===== src/rtl/dcs_pkg.sv =====
package dcs_pkg;
  typedef enum logic [1:0] {
    ST_IDLE = 2'd0,
    ST_RD   = 2'd1,
    ST_WR   = 2'd2
  } seq_st_e;
endpackage


===== src/rtl/dcs_addr_step.sv =====
module dcs_addr_step #(
  parameter int AW = 16
) (
  input  logic          clk,
  input  logic          rst_n,
  input  logic          ld,
  input  logic [AW-1:0] ld_val,
  input  logic [AW-1:0] mask,
  input  logic          step,
  output logic [AW-1:0] addr,
  output logic          wrap
);
  logic [AW-1:0] addr_nxt;
  logic          at_top;

  always_comb begin
    at_top   = (mask != '0) && ((addr & mask) == mask);
    wrap     = step && at_top;
    addr_nxt = addr;
    if (ld) begin
      addr_nxt = ld_val;
    end else if (step) begin
      if (mask == '0) addr_nxt = addr + AW'(1);
      else            addr_nxt = (addr & ~mask) | ((addr + AW'(1)) & mask);
    end
  end

  always_ff @(posedge clk or negedge rst_n) begin
    if (!rst_n)            addr <= '0;
    else if (ld || step)   addr <= addr_nxt;
  end
endmodule


===== src/rtl/dcs_counter.sv =====
module dcs_counter #(
  parameter int CW = 24,
  parameter int LW = 16
) (
  input  logic          clk,
  input  logic          rst_n,
  input  logic          ld,
  input  logic [CW-1:0] ld_val,
  input  logic          dec,
  input  logic          blk_mode,
  output logic          end_hit
);
  logic [CW-1:0] cnt;
  logic [CW-1:0] cnt_nxt;

  always_comb begin
    end_hit = dec && (blk_mode ? (cnt[LW-1:0] == LW'(1)) : (cnt == CW'(1)));
    cnt_nxt = cnt;
    if (ld) begin
      cnt_nxt = ld_val;
    end else if (dec) begin
      if (blk_mode) cnt_nxt = {cnt[CW-1:LW], cnt[LW-1:0] - LW'(1)};
      else          cnt_nxt = cnt - CW'(1);
    end
  end

  always_ff @(posedge clk or negedge rst_n) begin
    if (!rst_n)         cnt <= '0;
    else if (ld || dec) cnt <= cnt_nxt;
  end
endmodule


===== src/rtl/dcs_seq.sv =====
module dcs_seq
  import dcs_pkg::*;
#(
  parameter int BW = 8
) (
  input  logic          clk,
  input  logic          rst_n,
  input  logic          accept_ok,
  input  logic          req,
  input  logic          dual_mode,
  input  logic          blk_mode,
  input  logic [BW-1:0] blk_size,
  input  logic          rd_done,
  input  logic          wr_done,
  output logic          busy,
  output logic          rd_fire,
  output logic          unit_done,
  output logic          blk_end
);
  seq_st_e       st, st_nxt;
  logic [BW-1:0] bcnt, bcnt_nxt;
  logic          last_unit;
  seq_st_e       first_st;

  always_comb begin
    first_st  = dual_mode ? ST_RD : ST_WR;
    last_unit = !blk_mode || (bcnt <= BW'(1));
    rd_fire   = (st == ST_RD) && rd_done;
    unit_done = (st == ST_WR) && wr_done;
    blk_end   = unit_done && last_unit;
    busy      = (st != ST_IDLE);
    st_nxt    = st;
    bcnt_nxt  = bcnt;
    case (st)
      ST_IDLE: if (accept_ok && req) begin
        st_nxt   = first_st;
        bcnt_nxt = blk_size;
      end
      ST_RD: if (rd_done) st_nxt = ST_WR;
      ST_WR: if (wr_done) begin
        if (last_unit) begin
          st_nxt = ST_IDLE;
        end else begin
          st_nxt   = first_st;
          bcnt_nxt = bcnt - BW'(1);
        end
      end
      default: st_nxt = ST_IDLE;
    endcase
  end

  always_ff @(posedge clk or negedge rst_n) begin
    if (!rst_n) begin
      st   <= ST_IDLE;
      bcnt <= '0;
    end else begin
      st   <= st_nxt;
      bcnt <= bcnt_nxt;
    end
  end
endmodule


===== src/rtl/dma_chan_stop_ctrl.sv =====
module dma_chan_stop_ctrl #(
  parameter int ADDR_W = 16,
  parameter int CNT_W  = 24,
  parameter int LOW_W  = 16,
  parameter int BLK_W  = 8
) (
  input  logic              clk,
  input  logic              rst_n,
  input  logic              act_wr,
  input  logic              act_wr_val,
  input  logic              cnt_ld,
  input  logic [CNT_W-1:0]  cnt_ld_val,
  input  logic              addr_ld,
  input  logic [ADDR_W-1:0] src_ld_val,
  input  logic [ADDR_W-1:0] dst_ld_val,
  input  logic              blk_mode,
  input  logic              dual_mode,
  input  logic [BLK_W-1:0]  blk_size,
  input  logic [ADDR_W-1:0] src_mask,
  input  logic [ADDR_W-1:0] dst_mask,
  input  logic              src_rie,
  input  logic              dst_rie,
  input  logic              cnt_ie,
  input  logic              irq_clr,
  input  logic              req,
  input  logic              rd_done,
  input  logic              wr_done,
  output logic              active,
  output logic              irq_flag,
  output logic              irq,
  output logic [ADDR_W-1:0] src_addr,
  output logic [ADDR_W-1:0] dst_addr
);
  localparam int NADDR = 2;

  logic [1:0] rst_sync;
  logic       rst_n_i;

  always_ff @(posedge clk or negedge rst_n) begin
    if (!rst_n) rst_sync <= 2'b00;
    else        rst_sync <= {rst_sync[0], 1'b1};
  end
  assign rst_n_i = rst_sync[1];

  logic seq_busy, rd_fire, unit_done, blk_end, accept_ok, cnt_end;
  logic stop_pend, stop_pend_nxt, rpt_pend, rpt_pend_nxt;
  logic active_nxt, flag_nxt;
  logic sw_stop_wr, sw_start, rpt_now, rpt_any, boundary_stop, idle_stop, end_now, flag_set;

  logic [NADDR-1:0][ADDR_W-1:0] a_ld_val, a_mask, a_addr;
  logic [NADDR-1:0]             a_step, a_wrap;

  assign a_ld_val  = {dst_ld_val, src_ld_val};
  assign a_mask    = {dst_mask, src_mask};
  assign a_step[0] = dual_mode ? rd_fire : unit_done;
  assign a_step[1] = unit_done;
  assign src_addr  = a_addr[0];
  assign dst_addr  = a_addr[1];

  for (genvar g = 0; g < NADDR; g++) begin : g_addr
    dcs_addr_step #(.AW(ADDR_W)) u_step (
      .clk    (clk),
      .rst_n  (rst_n_i),
      .ld     (addr_ld),
      .ld_val (a_ld_val[g]),
      .mask   (a_mask[g]),
      .step   (a_step[g]),
      .addr   (a_addr[g]),
      .wrap   (a_wrap[g])
    );
  end

  dcs_counter #(.CW(CNT_W), .LW(LOW_W)) u_cnt (
    .clk      (clk),
    .rst_n    (rst_n_i),
    .ld       (cnt_ld),
    .ld_val   (cnt_ld_val),
    .dec      (blk_mode ? blk_end : unit_done),
    .blk_mode (blk_mode),
    .end_hit  (cnt_end)
  );

  dcs_seq #(.BW(BLK_W)) u_seq (
    .clk       (clk),
    .rst_n     (rst_n_i),
    .accept_ok (accept_ok),
    .req       (req),
    .dual_mode (dual_mode),
    .blk_mode  (blk_mode),
    .blk_size  (blk_size),
    .rd_done   (rd_done),
    .wr_done   (wr_done),
    .busy      (seq_busy),
    .rd_fire   (rd_fire),
    .unit_done (unit_done),
    .blk_end   (blk_end)
  );

  always_comb begin
    sw_stop_wr    = act_wr && !act_wr_val;
    sw_start      = act_wr && act_wr_val && !active;
    accept_ok     = active && !stop_pend && !sw_stop_wr;
    rpt_now       = (a_wrap[0] && src_rie) || (a_wrap[1] && dst_rie);
    rpt_any       = rpt_pend || rpt_now;
    boundary_stop = blk_end && (rpt_any || stop_pend || sw_stop_wr);
    idle_stop     = sw_stop_wr && !seq_busy;
    end_now       = active && (cnt_end || boundary_stop || idle_stop);
    flag_set      = active && ((cnt_end && cnt_ie) || (blk_end && rpt_any));

    active_nxt = active;
    if (sw_start)     active_nxt = 1'b1;
    else if (end_now) active_nxt = 1'b0;

    stop_pend_nxt = stop_pend;
    if (sw_start || end_now)                     stop_pend_nxt = 1'b0;
    else if (sw_stop_wr && active && seq_busy)   stop_pend_nxt = 1'b1;

    rpt_pend_nxt = rpt_pend;
    if (sw_start || end_now)    rpt_pend_nxt = 1'b0;
    else if (rpt_now && active) rpt_pend_nxt = 1'b1;

    flag_nxt = irq_flag;
    if (flag_set)     flag_nxt = 1'b1;
    else if (irq_clr) flag_nxt = 1'b0;

    irq = irq_flag && (cnt_ie || src_rie || dst_rie);
  end

  always_ff @(posedge clk or negedge rst_n_i) begin
    if (!rst_n_i) begin
      active    <= 1'b0;
      stop_pend <= 1'b0;
      rpt_pend  <= 1'b0;
      irq_flag  <= 1'b0;
    end else begin
      active    <= active_nxt;
      stop_pend <= stop_pend_nxt;
      rpt_pend  <= rpt_pend_nxt;
      irq_flag  <= flag_nxt;
    end
  end
endmodule


===== config.mk =====
export PLATFORM = sky130hd
export DESIGN_NAME = dma_chan_stop_ctrl
export DESIGN_NICKNAME = d
export VERILOG_FILES = /design/src/rtl/dcs_pkg.sv /design/src/rtl/dcs_addr_step.sv /design/src/rtl/dcs_counter.sv /design/src/rtl/dcs_seq.sv /design/src/rtl/dma_chan_stop_ctrl.sv
export SDC_FILE = /design/constraint.sdc
export NUM_CORES = 1
export LEC_CHECK = 0
export ABC_CLOCK_PERIOD_IN_PS = 5200
export BUFFER_PORTS_ARGS = -buffer_cell sky130_fd_sc_hd__buf_2
export CAP_MARGIN = 20
export CORE_MARGIN = 2
export CORE_UTILIZATION = 45
export CTS_CLUSTER_SIZE = 25
export DETAILED_ROUTE_END_ITERATION = 8
export PLACE_DENSITY_LB_ADDON = 0.12
export SLEW_MARGIN = 20
export SYNTH_ARGS = -nofsm -noshare
export SYNTH_HDL_FRONTEND = slang
export SYNTH_SLANG_ARGS = --single-unit

===== constraint.sdc =====
create_clock -name clk -period 5.2 [get_ports clk]
set_input_delay 1.3 -clock clk [delete_from_list [all_inputs] [get_ports clk]]
set_output_delay 1.3 -clock clk [all_outputs]
set_load 0.005 [all_outputs]

==> reports/metrics.cfg <==
[synth]
syn_area_mm2=0.00462
ys_ff_latch=72
async_flop_share_pct=100
synth_top_area_share_pct=39.0
synth_adder_area_share_pct=2.17
synthesis.instances=518
yosysSeqAreaShare_pct=39.0
avgSynthCellArea_um2=8.93
synth_top_family_by_area=simple AND/OR/NAND/NOR gates
synthesis.nets=637
synthMuxAreaShare_pct=7.01
synth_compound_area_share_pct=17.0
synth_ff_type=dfrtp_1
synth.distinct_cells=55
synth-edff-count=0
yosys.area.top_type=dfrtp_1
synthTopCellsByArea=dfrtp_1 39%, xnor2_1 7.0%, mux2_2 6.6%, o21ai_0 5.0%, nand2_1 4.1%
synthTopCellsByCount=72 x dfrtp_1, 50 x nand2_1, 46 x o21ai_0
synth-xor-area-share_pct=9.66
yosysMostFrequentCell=dfrtp_1
yosys_warnings=0
synth-simple-area-share_pct=20.2

[drt]
drt-vias-per-instance=5.47
wl_per_cell_um=15.2
drt-initial-drc-count=157
dr.pass1.iters=4
ant_nets=0
routed_wirelength_um=12100
vias=4353
drc=0

[worst_hold_path]
holdPathEnd=rst_sync[1]$_DFF_PN0_
hold_start=rst_sync[0]$_DFF_PN0_
holdPathStages=0
hold_class=flip-flop to flip-flop

[floorplan]
die_area_mm2=0.0111
io_pins=146
coreArea_mm2=0.0101
die_h_um=105
num_rows=37
initial_core_util_pct=45.6
die_w_um=105

[timing]
final-setup-viol-count=0
fin_crit_ns=3.43
hold_viol=0
max_freq_mhz=292
drv_slew=0
setup_tns_ns=0
finClkSkew_ns=0.0155
max_slew.worst_pin.slew_ns=0.907
slew_headroom_pct=39.5
whs_ns=0.355
grt_setup_unrepaired=false
finalCritPeriodShare_pct=66.0

[critical_path]
arrival_ns=3.66
r2r_slack_ns=2.07
path_max_fanout=8
r2r_start=u_seq.st[1]$_DFFE_PN0P_
slowest_delay_ns=0.71
path_cells=buf_2 > nand3b_1 > o22ai_1 > nor3b_1 > o2111ai_1 > xnor2_1 > mux2_2
required_ns=5.43
r2r_cells=6
slowest_stage=nor3b_1
crit_type=input port to flip-flop
crit_path_end_kind=flip-flop
cp-start-kind=input port

[cts]
postCtsSetupRepairBufs=0
ctsResizeCount=0
htreeDepth=3
cts_tree=built
clk_path_buf_depth=2
cts_hold_buf=0
cts_root_buffer=clkbuf_8
cts_buffers=9
clock-sinks=72
clk_pin_slew_worst_paths_ns=0.07
insertion_delay_ns=0.35

[grt]
grt_pass1_wl_um=20000
gr-total-overflow=0
grtUsageTotal_pct=22.3
antenna_found_initial=0
grt_pass1_vias=4164
grt_max_degree=71

[finish]
nNetsFinal=774
num_antenna_cells=0
drive_above_1_share_pct=29.8
syn_to_final_growth_pct=23.3

[place]
gp_congestion=0.890
io_buffers=145
post-dp-hpwl_um=9060

[power]
switchingPower_uw=655
clock_power_share_pct=29.5
pwr-share-comb_pct=29.1
p_sw_share_pct=34.5
internal-power_mw=1.24
p_leak_nw=2.54
ir_worst_vdd_mv=0.183
power.density_mw_per_mm2=333
power_frac_seq_pct=41.4

[run_status]
status=finished, final reports clean

[flow_run]
cap_violations=0

## through the flow
step | cells | power (mW) | instance area, um^2 | worst slack [ns] | util (%)
6_report | 796 | 1.90 | 5700 | 1.77 | 56.2
5_1_grt | 796 | 2.03 | 5700 | 1.63 | 56.2
4_1_cts | 796 | 1.91 | 5700 | 1.79 | 56.2
3_5_place_dp | 780 | 1.35 | 5450 | 1.43 | 53.7
3_3_place_gp | 780 | 1.33 | 5450 | 1.52 | 53.7
2_1_floorplan | 518 | 1.16 | 4620 | 2.19 | -
## per-layer routing
metal	track usage [%]	share of wire (%)
met5	0	0
met4	6.76	1.5
met3	3.77	5.3
met2	36.1	48
met1	30.5	46
## layout make-up
cell class,count,area (um^2)
Fill cell,949,4440
Sequential cell,72,1800
Tap cell,136,170
Clock inverter,5,103
Inverter,39,146
Clock buffer,11,151
Multi-Input combinational cell,387,2590
Timing Repair Buffer,146,733
## power by group through the flow
stage          registers [mW]  logic, mW  clock network, mW
6_report                0.787      0.553              0.559
5_1_grt                 0.807      0.625              0.598
4_1_cts                 0.785      0.555              0.573
3_5_place_dp            0.795      0.553                  0
3_3_place_gp            0.791      0.539                  0
2_1_floorplan           0.756      0.408                  0
## worst max-delay path: cells and delay by family
kind	cells	cell delay, ns
buffers and inverters	1	0.12
muxes	1	0.25
AOI/OAI and AO/OA	2	0.83
xor gates and xnor gates	1	0.18
and+or+nand+nor	2	0.97
## how the worst max path moves through the flow
stage,startpoint,to,slack (ns)
2_1_floorplan,wr_done,flip-flop,2.19
3_3_place_gp,wr_done,flip-flop,1.52
3_5_place_dp,wr_done,flip-flop,1.43
4_1_cts,wr_done,flip-flop,1.79
5_1_grt,wr_done,flip-flop,1.63
6_report,wr_done,flip-flop,1.77
## cells by family (layout without fill, tap and decap cells)
logic type                 count (synthesis)  in the layout
adders and majority gates                  8              8
xor gates and xnor gates                  51             51
muxes                                     29             29
AOI/OAI and AO/OA                        119            119
other                                      1              1
DFF                                       72             72
and+or+nand+nor                          179            179
buffers and inverters                     59            201
## placed cells by master (no fill, tap or decap), types with 11 or more instances in the layout
cell and n:
nand2_1 50, xnor2_1 37, nor4_1 13, buf_2 145, nor3_1 16, dfrtp_1 71, inv_1 39, nor2_1 39
xor2_1 14, o21ai_0 46, mux2_2 27, clkbuf_8 11, nand3_1 11
Note: power is estimated with default switching activity, not from simulation.
